==> src/rtl/i2cs_pkg.sv <==
package i2cs_pkg;
  timeunit 1ns;
  timeprecision 100ps;

  localparam int BYTE_W = 8;
  localparam int CNT_W  = $clog2(BYTE_W + 1);

  typedef enum logic [2:0] {
    ST_IDLE, ST_DEV, ST_SUB, ST_WR, ST_RD, ST_IGNORE
  } busState_t;

  // One-cycle commands from the sequencer to the datapath
  typedef struct packed {
    logic shiftIn;    // capture sampled SDA into the receive byte
    logic loadSub;    // load pointer and auto-increment flag
    logic writeData;  // emit register write strobe
    logic advance;    // step pointer if auto-increment is on
    logic txLoad;     // fetch read byte and drive its MSB
    logic shiftTx;    // drive next transmit bit
    logic ackDrive;   // pull SDA low for an acknowledge
    logic relSda;     // let SDA go
  } ctrlStrobe_t;
endpackage

==> src/rtl/i2cs_datapath.sv <==
module i2cs_datapath
  import i2cs_pkg::*;
#(
  parameter int ADDR_W = 7
) (
  input  logic              clk,
  input  logic              rstN,
  input  logic              sclIn,
  input  logic              sdaIn,
  input  ctrlStrobe_t       strb,
  output logic              sclRise,
  output logic              sclFall,
  output logic              startDet,
  output logic              stopDet,
  output logic              sdaSync,
  output logic [BYTE_W-1:0] rxByte,
  output logic [ADDR_W-1:0] regAddr,
  output logic              regWrEn,
  output logic [BYTE_W-1:0] regWrData,
  input  logic [BYTE_W-1:0] regRdData,
  output logic              sdaOe
);
  timeunit 1ns;
  timeprecision 100ps;

  logic [1:0] sclPipe, sdaPipe;
  logic       sclPrev, sdaPrev;
  logic       sclNow;
  logic [BYTE_W-1:0] rxNext, txReg;
  logic [ADDR_W-1:0] addrPtr;
  logic       autoInc;

  // Synchronizers reset to the idle bus level so no edge appears at reset exit
  always_ff @(posedge clk or negedge rstN) begin
    if (!rstN) begin
      sclPipe <= 2'b11;
      sdaPipe <= 2'b11;
      sclPrev <= 1'b1;
      sdaPrev <= 1'b1;
    end else begin
      sclPipe <= {sclPipe[0], sclIn};
      sdaPipe <= {sdaPipe[0], sdaIn};
      sclPrev <= sclPipe[1];
      sdaPrev <= sdaPipe[1];
    end
  end

  assign sclNow   = sclPipe[1];
  assign sdaSync  = sdaPipe[1];
  assign sclRise  = sclNow & ~sclPrev;
  assign sclFall  = ~sclNow & sclPrev;
  assign startDet = sclNow & sclPrev & sdaPrev & ~sdaSync;
  assign stopDet  = sclNow & sclPrev & ~sdaPrev & sdaSync;
  assign rxNext   = {rxByte[BYTE_W-2:0], sdaSync};

  always_ff @(posedge clk or negedge rstN) begin
    if (!rstN) begin
      rxByte    <= '0;
      addrPtr   <= '0;
      autoInc   <= 1'b0;
      txReg     <= '0;
      sdaOe     <= 1'b0;
      regWrEn   <= 1'b0;
      regWrData <= '0;
    end else begin
      if (strb.shiftIn) rxByte <= rxNext;
      if (strb.loadSub) begin
        addrPtr <= rxNext[ADDR_W-1:0];
        autoInc <= rxNext[BYTE_W-1];
      end else if (strb.advance && autoInc) begin
        addrPtr <= addrPtr + 1'b1;
      end
      regWrEn <= strb.writeData;
      if (strb.writeData) regWrData <= rxNext;
      if (strb.txLoad) begin
        txReg <= regRdData;
        sdaOe <= ~regRdData[BYTE_W-1];
      end else if (strb.shiftTx) begin
        txReg <= {txReg[BYTE_W-2:0], 1'b0};
        sdaOe <= ~txReg[BYTE_W-2];
      end else if (strb.ackDrive) begin
        sdaOe <= 1'b1;
      end else if (strb.relSda) begin
        sdaOe <= 1'b0;
      end
    end
  end

  assign regAddr = addrPtr;

  // write strobe is a single clock wide
  p_wr_single_r4: assert property (@(posedge clk) disable iff (!rstN)
    regWrEn |=> !regWrEn);

  // the open-drain enable moves only after an SCL fall or a bus condition
  p_oe_timing_r9: assert property (@(posedge clk) disable iff (!rstN)
    !$stable(sdaOe) |-> $past(sclFall || startDet || stopDet));

  // a STOP always leaves SDA released
  p_stop_release_r1: assert property (@(posedge clk) disable iff (!rstN)
    stopDet |=> !sdaOe);
endmodule

==> src/rtl/i2cs_control.sv <==
module i2cs_control
  import i2cs_pkg::*;
#(
  parameter logic [6:0] DEV_ADDR = 7'h1D
) (
  input  logic              clk,
  input  logic              rstN,
  input  logic              sclRise,
  input  logic              sclFall,
  input  logic              startDet,
  input  logic              stopDet,
  input  logic              sdaSync,
  input  logic [BYTE_W-1:0] rxByte,
  output ctrlStrobe_t       strb
);
  timeunit 1ns;
  timeprecision 100ps;

  localparam logic [CNT_W-1:0] FULL = CNT_W'(BYTE_W);
  localparam logic [CNT_W-1:0] LAST = CNT_W'(BYTE_W - 1);

  busState_t        state, stNext;
  logic [CNT_W-1:0] bitCnt, cntNext;
  logic             inAck, ackNext;
  logic             mAck, mAckNext;

  always_ff @(posedge clk or negedge rstN) begin
    if (!rstN) begin
      state  <= ST_IDLE;
      bitCnt <= '0;
      inAck  <= 1'b0;
      mAck   <= 1'b0;
    end else begin
      state  <= stNext;
      bitCnt <= cntNext;
      inAck  <= ackNext;
      mAck   <= mAckNext;
    end
  end

  always_comb begin
    strb     = '0;
    stNext   = state;
    cntNext  = bitCnt;
    ackNext  = inAck;
    mAckNext = mAck;
    if (stopDet || startDet) begin
      stNext      = stopDet ? ST_IDLE : ST_DEV;
      strb.relSda = 1'b1;
      cntNext     = '0;
      ackNext     = 1'b0;
    end else begin
      unique case (state)
        ST_DEV, ST_SUB, ST_WR: begin
          if (sclRise && !inAck && bitCnt < FULL) begin
            strb.shiftIn = 1'b1;
            cntNext      = bitCnt + 1'b1;
            if (bitCnt == LAST) begin
              strb.loadSub   = (state == ST_SUB);
              strb.writeData = (state == ST_WR);
            end
          end else if (sclFall && !inAck && bitCnt == FULL) begin
            ackNext = 1'b1;
            if (state == ST_DEV && rxByte[BYTE_W-1:1] != DEV_ADDR)
              stNext = ST_IGNORE;
            else
              strb.ackDrive = 1'b1;
          end else if (sclFall && inAck) begin
            ackNext = 1'b0;
            cntNext = '0;
            if (state == ST_DEV && rxByte[0]) begin
              stNext      = ST_RD;
              strb.txLoad = 1'b1;
            end else begin
              stNext       = (state == ST_DEV) ? ST_SUB : ST_WR;
              strb.relSda  = 1'b1;
              strb.advance = (state == ST_WR);
            end
          end
        end
        ST_RD: begin
          if (sclRise && !inAck && bitCnt < FULL) begin
            cntNext = bitCnt + 1'b1;
          end else if (sclFall && !inAck && bitCnt == FULL) begin
            ackNext     = 1'b1;
            strb.relSda = 1'b1;
          end else if (sclFall && !inAck && bitCnt != '0) begin
            strb.shiftTx = 1'b1;
          end else if (sclRise && inAck) begin
            mAckNext     = ~sdaSync;
            strb.advance = ~sdaSync;
          end else if (sclFall && inAck) begin
            ackNext = 1'b0;
            cntNext = '0;
            if (mAck) begin
              strb.txLoad = 1'b1;
            end else begin
              stNext      = ST_IGNORE;
              strb.relSda = 1'b1;
            end
          end
        end
        default: ;
      endcase
    end
  end

  // a START without a simultaneous STOP always leads to address reception
  p_start_dev_r1: assert property (@(posedge clk) disable iff (!rstN)
    (startDet && !stopDet) |=> (state == ST_DEV));

  // a not-acknowledged read byte silences the slave
  p_nack_quiet_r8: assert property (@(posedge clk) disable iff (!rstN)
    (state == ST_RD && inAck && !mAck && sclFall && !startDet && !stopDet)
      |=> (state == ST_IGNORE));
endmodule

==> src/rtl/regbus_i2c_slave.sv <==
module regbus_i2c_slave
  import i2cs_pkg::*;
#(
  parameter int         ADDR_W   = 7,
  parameter logic [6:0] DEV_ADDR = 7'h1D
) (
  input  logic              clk,
  input  logic              rstN,
  input  logic              sclIn,
  input  logic              sdaIn,
  output logic              sdaOe,
  output logic [ADDR_W-1:0] regAddr,
  output logic              regWrEn,
  output logic [BYTE_W-1:0] regWrData,
  input  logic [BYTE_W-1:0] regRdData
);
  timeunit 1ns;
  timeprecision 100ps;

  ctrlStrobe_t       strb;
  logic              sclRise, sclFall, startDet, stopDet, sdaSync;
  logic [BYTE_W-1:0] rxByte;

  i2cs_control #(.DEV_ADDR(DEV_ADDR)) u_ctrl (
    .clk(clk), .rstN(rstN), .sclRise(sclRise), .sclFall(sclFall),
    .startDet(startDet), .stopDet(stopDet), .sdaSync(sdaSync),
    .rxByte(rxByte), .strb(strb)
  );

  i2cs_datapath #(.ADDR_W(ADDR_W)) u_dp (
    .clk(clk), .rstN(rstN), .sclIn(sclIn), .sdaIn(sdaIn), .strb(strb),
    .sclRise(sclRise), .sclFall(sclFall), .startDet(startDet),
    .stopDet(stopDet), .sdaSync(sdaSync), .rxByte(rxByte),
    .regAddr(regAddr), .regWrEn(regWrEn), .regWrData(regWrData),
    .regRdData(regRdData), .sdaOe(sdaOe)
  );
endmodule

==> config.mk <==
export PLATFORM = sky130hd
export DESIGN_NAME = regbus_i2c_slave
export DESIGN_NICKNAME = d
export VERILOG_FILES = /design/src/rtl/i2cs_pkg.sv /design/src/rtl/i2cs_datapath.sv /design/src/rtl/i2cs_control.sv /design/src/rtl/regbus_i2c_slave.sv
export SDC_FILE = /design/constraint.sdc
export NUM_CORES = 1
export LEC_CHECK = 0
export BUFFER_PORTS_ARGS = -buffer_cell sky130_fd_sc_hd__buf_2
export CORE_MARGIN = 2
export CORE_UTILIZATION = 52
export DETAILED_ROUTE_END_ITERATION = 10
export PLACE_DENSITY = 0.75
export RECOVER_POWER = 100
export SKIP_CTS_REPAIR_TIMING = 1
export SYNTH_ARGS = -nofsm -noshare
export SYNTH_HDL_FRONTEND = slang
export SYNTH_SLANG_ARGS = --single-unit
==> constraint.sdc <==
create_clock -name clk -period 2.1 [get_ports clk]
set_input_delay 0.21 -clock clk [delete_from_list [all_inputs] [get_ports clk]]
set_output_delay 0.21 -clock clk [all_outputs]
set_load 0.05 [all_outputs]
# --- After elaboration in Yosys (flattened, before gate mapping) ---
# Cells that the tools add are included.
totals:
  word_cells: 154
  regBits: 48
  output_inout_bits: 17
classes:
  muxes: 75
  magnitude_cmp: 1
  n_eq_ne: 22
  add_sub_neg: 2
  bitwise: 17
  reduce_logical: 22
ops:
  columns: ["operator", "count"]
  rows:
  - ["$mux 3", 16]
  - ["$mux 1", 35]
  - ["$mux 7", 5]
  - ["$mux 4", 8]
  - ["$ne 4x2->1 const B", 4]
  - ["$ne 3x2->1 const B", 5]
  - ["$mux 2", 6]
  - ["$ne 4x3->1 const B", 3]
  - ["$logic_and 1x1->1", 10]
  - ["$not 1->1", 10]
  - ["$reduce_and 10->1", 1]
  - ["$reduce_and 5->1", 2]
  - ["$pmux 4 s2", 1]
  - ["$reduce_bool 4->1", 2]
  - ["$add 7x1->7 const B", 1]
  - ["$and 1x1->1", 7]
  - ["$ne 7x5->1 const B", 1]
  - ["$eq 3x2->1 const B", 2]
  - ["$pmux 3 s2", 1]
  - ["$reduce_and 6->1", 1]
  - ["$add 4x1->4 const B", 1]
  - ["$eq 4x3->1 const B", 1]
  - ["$eq 4x4->1 const B", 1]
  - ["$lt 4x4->1 const B", 1]
  - ["12 further kinds", 14]

# --- Depth between registers and ports, before layout ---
# Gate-level depths: netlist (run 1).
depth:
  word_depth: 14
  depth_mapped: 7
  ltp_nobuf: 7

# --- By module ---
# A second synthesis (run 1) with hierarchy kept.
unflattened:
  cells_unflattened: 221
  hier_area_um2: 2366.0
by_module_without_submodules:
  columns: ["module", "area_per_inst_um2", "cells_each", "instances"]
  rows:
  - ["i2cs_datapath", 1596.5, 129, 1]
  - ["i2cs_control", 769.5, 92, 1]

# --- Worst setup path after synthesis (run 1) ---
# No wires, ideal clock.
synth_timing:
  path_type: "flip-flop to flip-flop"
  start: "reg u_dp.sclPipe[1]"
  end: "reg u_dp.addrPtr[4] (netlist: u_dp.regAddr[4])"
  path_buffers: 3
  path_stages_with_launch: 8
  t_arrival_ns: 2.111
  path_slack_ns: -0.137
  synth_period_minus_slack_ns: 2.237
  cell_sequence: "dfstp_2 -> buf_2 -> or4b_4 -> buf_6 -> nor4b_4 -> buf_6 -> mux2i_1 -> a221o_1"
synth_via:
  elab_chain_len: 11
  elab_cells_between_ends: 30
synth_lines:
  columns: ["element", "line_no", "source"]
  rows:
  - ["start: declaration", "i2cs_datapath.sv:26", "logic [1:0] sclPipe, sdaPipe;"]
  - ["start signal: assignment", "i2cs_datapath.sv:41", "sclPipe <= {sclPipe[0], sclIn};"]
  - ["$not 1->1", "i2cs_datapath.sv:51", "assign sclFall = ~sclNow & sclPrev;"]
  - ["$and 1x1->1", "i2cs_datapath.sv:51", null]
  - ["$logic_and 1x1->1", "i2cs_control.sv:62, i2cs_control.sv:84, i2cs_control.sv:87", null]
  - ["$logic_and 1x1->1", "i2cs_control.sv:87", "end else if (sclFall && !inAck && bitCnt != '0) begin"]
  - ["$mux 2", "i2cs_control.sv:87", null]
  - ["$mux 3", "i2cs_control.sv:84", "end else if (sclFall && !inAck && bitCnt == FULL) begin"]
  - ["$mux 3", "i2cs_control.sv:82", "if (sclRise && !inAck && bitCnt < FULL) begin"]
  - ["$pmux 2 s2", "i2cs_control.sv:53", "unique case (state)"]
  - ["$mux 7 (*)", "i2cs_control.sv:47", "if (stopDet || startDet) begin"]
  - ["$logic_and 1x1->1", "i2cs_datapath.sv:70", "end else if (strb.advance && autoInc) begin"]
  - ["$reduce_bool 2->1 (no line)", null, null]
  - ["end signal: assignment", "i2cs_datapath.sv:68", "addrPtr <= rxNext[ADDR_W-1:0];"]
  - ["end signal: assignment", "i2cs_datapath.sv:71", "addrPtr <= addrPtr + 1'b1;"]
  - ["end: declaration", "i2cs_datapath.sv:30", "logic [ADDR_W-1:0] addrPtr;"]
# Mark *: on every way between the ends. The rest lies on a longest branch, timed or not.
# A chain may end at the register's enable or synchronous reset.

# --- Final worst setup path (run 1) ---
layout_timing:
  start: "reg u_dp.sclPipe[1]"
  end: "reg u_dp.addrPtr[5] (netlist: u_dp.regAddr[5])"
# Same word-level chain as after synthesis.

==> results.md, run 1 <==
- Post-synth EDFFs: 0
- Cell Pwr Density: approximately 850 nW/um2
- Async SR Flop Fraction: 100%
- Clk root buf: clkbuf_8
- Final Cell Area: 2920 um2
- Max cap viols: 0
- I/O Buffers: 28
- Final ANT Viol Nets: 0
- DP HPWL: between 3 and 4 mm
- Most frequent cells in the layout: dfrtp_1 (41), buf_4 (21), mux2_2 (20)
- Gr ovfl total: 0
- Clk Latency, worst-skew pair: 300 ps
- Synth Flop Type: dfrtp_1
- R2R Path End: u_dp.regAddr[5]$_DFFE_PN0P_
- Initial Util: between 50% and 60%
- Worst min path class: in2reg
- Clock sink count: 48
- Synth Area per Inst: roughly 11 um2
- CP required: around 2300 ps
- Vias in the first global route: 1,739
- Pre-CTS setup slack: -5.00 ps
- Antenna fix cells: 0
- Sequential area share after synthesis: 50.1%
- Final Hold Viols: 0
- Commonest non-fill, non-tap cell in the layout: dfrtp_1
- Critical R2R Launch: u_dp.sclPipe[1]$_DFF_PN1_
- Placed Area: between 2000 and 3000 um2
- Utilization after layout: roughly two thirds
- Reg2reg path depth: 7
- Core Area: between 4000 and 5000 um2
- Cells after Synth: 211
- RSZ-0062 raised after global routing: true
- Yosys reg bits: 48
- Starting DRT DRC Count: between 100 and 150
- Drt pass-1 iters: 4
- Synthesis warning total: 0
- # DRC: 0
- Leakage power: around 1.4 nW
- DR WL/cell: ~16 um
- Cell variety after synth: 46
- TritonCTS clock tree: done
- Final net count: roughly 280
- Clock-pin slew on the worst setup and hold paths: about 90 ps
- Max_slew headroom: 24.3%
- Layout cells sized above 1: approximately 32%
- Clk buf depth: 2
- Number of buffers created by CTS: 5
- Cell Rows: 24
- Final Skew: approximately 10 ps
- Reg-to-reg setup timing slack: between 30 and 40 ps
- Peak VDD IR: between 600 and 700 uV
- Worst Setup SP: u_dp.sclPipe[1]$_DFF_PN1_
- Largest net degree at the start of global routing: 23
- Fin. max-slew vios: 0
- Post-Syn Area: roughly 2400 um2
- Synth Net Count: roughly 230
- Fin crit period: just over 2000 ps
- CP Class: reg2reg
- Die H: 72.1 um
- H-tree depth reported by CTS: 2
- First-pass GRT wire length: approximately 8.3 mm
- WP data arrival: roughly 2200 ps
- Worst Setup Start Kind: flop
- Final setup margin: about 37 ps
- Final Wtd Congestion: between 0.8 and 0.9
- WL final: just over 5 mm
- Synthesis-to-layout area growth: 21.2%
- I/O pins: 29
- Fin crit share: between 90% and 100%
- Status: finished, final reports clean
- Routed vias: roughly 1,900
- Power Total: ~2.5 mW
- Worst-Margin Slew: ~1100 ps
- Die area: around 5200 um2
- Setup crit end: u_dp.regAddr[5]$_DFFE_PN0P_
- Setup-failing EPs final: 0
- Chip width: between 70 and 80 um
- Crit. End Element: flop
- Vias/cell: 5.80
- Initial antenna violation count: 0
- Tot GR Track Use: 20.4%
- TNS Setup: 0 ps
- Crit Path Max Fanout: 13
- Peak Freq: 485 MHz
[cell families after synthesis]
group,count (synthesis),share of synthesized area (%)
adders and majority gates,3,1.56
AOI/OAI and AO/OA,43,12.7
and+or+nand+nor,70,18.3
muxes,30,13.5
DFF,48,50.1
buffers and inverters,16,3.58
xor gates and xnor gates,1,0.363
[power breakdown]
| part | leakage, nW | switching [mW] | total, mW | internal, mW |
|---|---|---|---|---|
| Sequential | 0.608 | 0.146 | 1.21 | 1.06 |
| Clock | 0.0516 | 0.306 | 0.576 | 0.270 |
| Combinational | 0.696 | 0.325 | 0.692 | 0.367 |
[routing by layer]
layer | wire, um | global-route usage (%) | vias up
li1 | - | - | 888
met1 | 2300 | 29.2 | 910
met2 | 2490 | 31.6 | 52
met3 | 220 | 4.17 | 6
met4 | 63 | 5.87 | 0
met5 | 0 | 0 | -
[worst min path at each step]
stage,startpoint,cells past startpoint,end
CTS,rstN,1,u_ctrl.inAck$_DFFE_PN0P_
global placement,rstN,1,u_ctrl.mAck$_DFFE_PN0P_
global route,regRdData[7],2,u_dp.sdaOe$_DFFE_PN0P_
floorplan,rstN,0,u_ctrl.bitCnt[0]$_DFFE_PN0P_
finish,regRdData[7],2,u_dp.sdaOe$_DFFE_PN0P_
detailed placement,rstN,1,u_ctrl.inAck$_DFFE_PN0P_
[Yosys cell counts (4+ instances only)]
cell type | number | area (um2)
nand3b_1 | 6 | 45.0
nor2b_1 | 5 | 31.3
dfstp_2 | 6 | 158
o21ai_0 | 11 | 55.1
mux2i_1 | 10 | 100
mux2_2 | 20 | 225
inv_1 | 7 | 26.3
or3_1 | 5 | 31.3
a221o_1 | 5 | 50.1
and3_1 | 4 | 25.0
a21oi_1 | 4 | 20.0
dfrtp_1 | 42 | 1050
nor2_1 | 8 | 30.0
nor3b_1 | 5 | 37.5
nand2_1 | 14 | 52.6
[registers in the layout, indices dropped and copies added, names as in the netlist]
name,flops
u_ctrl.bitCnt,4
u_ctrl.inAck,1
u_ctrl.mAck,1
u_ctrl.state,3
u_dp.autoInc,1
u_dp.regAddr,7
u_dp.regWrData,8
u_dp.regWrEn,1
u_dp.rxByte,8
u_dp.sclPipe,2
u_dp.sclPrev,1
u_dp.sdaOe,1
u_dp.sdaPipe,2
u_dp.sdaPrev,1
u_dp.txReg,7
[worst max-delay path, stage by stage (launching register included)]
cell,delay (ps)
dfstp_2,400
buf_4,150
nand3b_1,290
nor4b_2,270
o2111ai_1,140
buf_4,210
mux2i_2,170
a221o_1,310
[cell type report]
type / instances / area, um2
inverter: 7 / 26.3
timing repair buffer: 58 / 370
clock inverter: 2 / 13.8
sequential: 48 / 1210
tap: 52 / 65.1
multi-input combinational: 147 / 1160
fill: 352 / 1490
clock buffer: 6 / 82.6
[per-stage QoR]
stage | hold WS, ps | std cells
global placement | 197 | 303
floorplan | -85.6 | 211
finish | 117 | 320
detailed placement | 196 | 303
CTS | -133 | 311
global route | 102 | 320
(Power assumes the default switching activity.)
==> inputs of run 2 (changes only) <==
--- a/config.mk
+++ b/config.mk
@@ -6,6 +6,7 @@
 export NUM_CORES = 1
 export LEC_CHECK = 0
 export BUFFER_PORTS_ARGS = -buffer_cell sky130_fd_sc_hd__buf_2
+export CORE_ASPECT_RATIO = 0.8
 export CORE_MARGIN = 2
 export CORE_UTILIZATION = 52
 export DETAILED_ROUTE_END_ITERATION = 10
==> run 2 against run 1 <==
Against the previous run: the flow now finishes with violations (capacitance limit, slew limit, setup timing); fmax is 3.7% lower; combinational power rose by 3.3%; sequential power hardly changed; utilization rose by 0.083 points; first-iteration DRC count decreased by 10%; die area hardly changed.
==> results.md, run 2 (synthesis gave the netlist of run 1 again) <==
- Status: complete, but fails checks
- Failing checks: capacitance limit, slew limit, setup timing
- Die H: 64.9 um (-10%)
- First-pass GRT wire length: 8.60 mm (+3.1%)
- Peak VDD IR: 549 uV (-13%)
- Final Cell Area: 2990 um2 (+2.4%)
- Clock network power share: 22.8% (-0.4 points)
- I/O pins: 29 (unchanged)
- Combinational Power Share: 28.7% (+0.8 points)
- Placed Area: 2770 um2 (+1.0%)
- WL final: 5.46 mm (+7.4%)
- Largest regs: u_dp.regWrData x8, u_dp.rxByte x8
- Sequential share of power: 48.4% (-0.4 points)
- Final Hold Viols: 0 (unchanged)
- Pre-CTS setup slack: -78.4 ps (-73.4 ps)
- Hold_sp: regRdData[7]
- Worst Setup Start Kind: flop
- Peak Freq: 467 MHz (-3.7%)
- Worst-Margin Slew: 1770 ps (+635 ps)
- Reg2reg path depth: 6 (-1)
- WP data arrival: 2380 ps (+140 ps)
- Clk buf depth: 2 (unchanged)
- Worst min path class: in2reg
- CP Class: reg2reg
- Clock-pin slew on the worst setup and hold paths: 90 ps (about the same)
- Commonest non-fill, non-tap cell in the layout: dfrtp_1
- Crit Path Max Fanout: 8 (-5)
- Critical R2R Launch: u_ctrl.inAck$_DFFE_PN0P_
- Psw: 0.778 mW (+0.11%)
- # DRC: 0 (unchanged)
- Routed vias: 1,904 (+2.6%)
- Clk root buf: clkbuf_8
- Max cap viols: 1 (+1)
- Number of buffers created by CTS: 5 (unchanged)
- I/O Buffers: 28 (unchanged)
- Initial antenna violation count: 0 (unchanged)
- Starting DRT DRC Count: 123 (-10%)
- Cell Rows: 22 (-8.3%)
- Hold Crit Depth: 2 (unchanged)
- TNS Setup: -131 ps (-131 ps)
- Chip width: 80.2 um (+11%)
- Final Wtd Congestion: 0.876 (about the same)
- Drt pass-1 iters: 4 (unchanged)
- CP peak stage delay: 630 ps (+230 ps)
- Layout cells sized above 1: 33.2% (+0.75 points)
- Final setup margin: -42.8 ps (-79.8 ps)
- Power Total: 2.49 mW (+0.38%)
- Reg-to-reg setup timing slack: -40 ps (-80 ps)
- Setup-failing EPs final: 8 (+8)
- Final ANT Viol Nets: 0 (unchanged)
- Leakage power: 1.38 nW (+1.9%)
- Fin crit share: 102% (+3.8 points)
- Fin. max-slew vios: 35 (+35)
- R2R Path End: u_dp.regAddr[2]$_DFFE_PN0P_
- Internal power: 1.71 mW (+0.50%)
- TritonCTS clock tree: done
- Crit. End Element: flop
- Clk Latency, worst-skew pair: 300 ps (about the same)
- RSZ-0062 raised after global routing: true
- CP required: 2340 ps (+60 ps)
- Vias/cell: 5.70 (-1.7%)
- Synthesis-to-layout area growth: 24.1%
- CP top delay family: simple AND/OR/NAND/NOR gates
- Cell Pwr Density: 831 nW/um2 (-2.0%)
- Tot GR Track Use: 21.8% (+1.4 points)
- Switching share of power: 31.3% (-0.084 points)
- Initial Util: 53.4% (-1.2 points)
- Clock sink count: 48 (unchanged)
- Vias in the first global route: 1,827 (+5.1%)
- Die area: 5200 um2 (about the same)
- Gr ovfl total: 0 (unchanged)
- Hold Slack: 89.4 ps (-27.4 ps)
- Core Area: 4510 um2 (+2.3%)
- Most frequent cells in the layout: dfrtp_1 (42), clkbuf_1 (24), buf_4 (22)
- Worst path bufs/invs: 3 (+1)
- Largest net degree at the start of global routing: 35 (+52%)
- Final Skew: 11.1 ps (+0.761 ps)
- Fin crit period: 2140 ps (+79.8 ps)
- H-tree depth reported by CTS: 2 (unchanged)
- CP max stage cell: or4b_4
- WHS Endpoint: u_dp.sdaOe$_DFFE_PN0P_
- DP HPWL: 3.70 mm (+0.94%)
- DR WL/cell: 16.3 um (+2.9%)
- CP cell instances: or4b_4, nor4b_4, clkbuf_2, clkbuf_16, buf_4, a221o_1
- Max_slew headroom: -18.0% (-42 points)
- Antenna fix cells: 0 (unchanged)
- Final net count: 288 (+2.1%)
- Fillers: 360 (+2.3%)
[run 2: cell count changes in the layout (fill, tap and decap cells not counted), moves of 2 or more]
cell      previous run  this run
clkbuf_1            19        24
mux2_4               0         2
mux2_2              20        18
nor2b_4              0         2
clkbuf_4             0         2
[run 2: area by class of cell]
cell class / instances / area, um2 / area share, %
sequential: 48 / 1210 / 40.4
clock buffer: 7 / 86.3 / 2.88
multi-input combinational: 147 / 1190 / 39.7
tap: 60 / 75.1 / 2.51
timing repair buffer: 64 / 403 / 13.5
clock inverter: 1 / 7.51 / 0.251
inverter: 7 / 26.3 / 0.878
[run 2: metal layers]
layer  GRT usage [%]  routed length, um  share of wire, %  vias to the layer above
li1                -                  -                 -                      907
met5               0                  0                 0                        -
met4            6.14                116               2.1                        0
met3            5.85                334               6.1                        9
met1            30.4               2560                47                      929
met2            33.8               2450                45                       59
[run 2: worst max path at each step]
| stage | from | endpoint | slack [ps] | depth (start not counted) |
|---|---|---|---|---|
| detailed placement | u_dp.sclPipe[1]$_DFF_PN1_ | u_dp.sdaOe$_DFFE_PN0P_ | -80 | 7 |
| global placement | u_dp.sclPipe[1]$_DFF_PN1_ | u_dp.sdaOe$_DFFE_PN0P_ | -70 | 7 |
| floorplan | u_dp.sclPipe[1]$_DFF_PN1_ | u_dp.regAddr[4]$_DFFE_PN0P_ | -50 | 7 |
| global route | u_dp.rxByte[7]$_DFFE_PN0P_ | u_ctrl.state[0]$_DFFE_PN0P_ | -100 | 5 |
| CTS | u_dp.sclPipe[1]$_DFF_PN1_ | u_dp.sdaOe$_DFFE_PN0P_ | -90 | 7 |
| finish | u_ctrl.inAck$_DFFE_PN0P_ | u_dp.regAddr[2]$_DFFE_PN0P_ | -40 | 6 |
[run 2: metrics by stage]
step | utilization (%) | cells
2_1_floorplan | - | 211
3_5_place_dp | 61.3 | 315
3_3_place_gp | 61.3 | 315
6_report | 66.3 | 334
4_1_cts | 63.4 | 323
5_1_grt | 66.3 | 334
[run 2: power by group through the flow]
stage          logic (mW)  clock network (mW)  registers (mW)
6_report            0.715               0.568            1.20
5_1_grt             0.783               0.619            1.22
4_1_cts             0.671               0.581            1.20
2_1_floorplan       0.432                   0            1.17
3_3_place_gp        0.657                   0            1.21
3_5_place_dp        0.669                   0            1.21
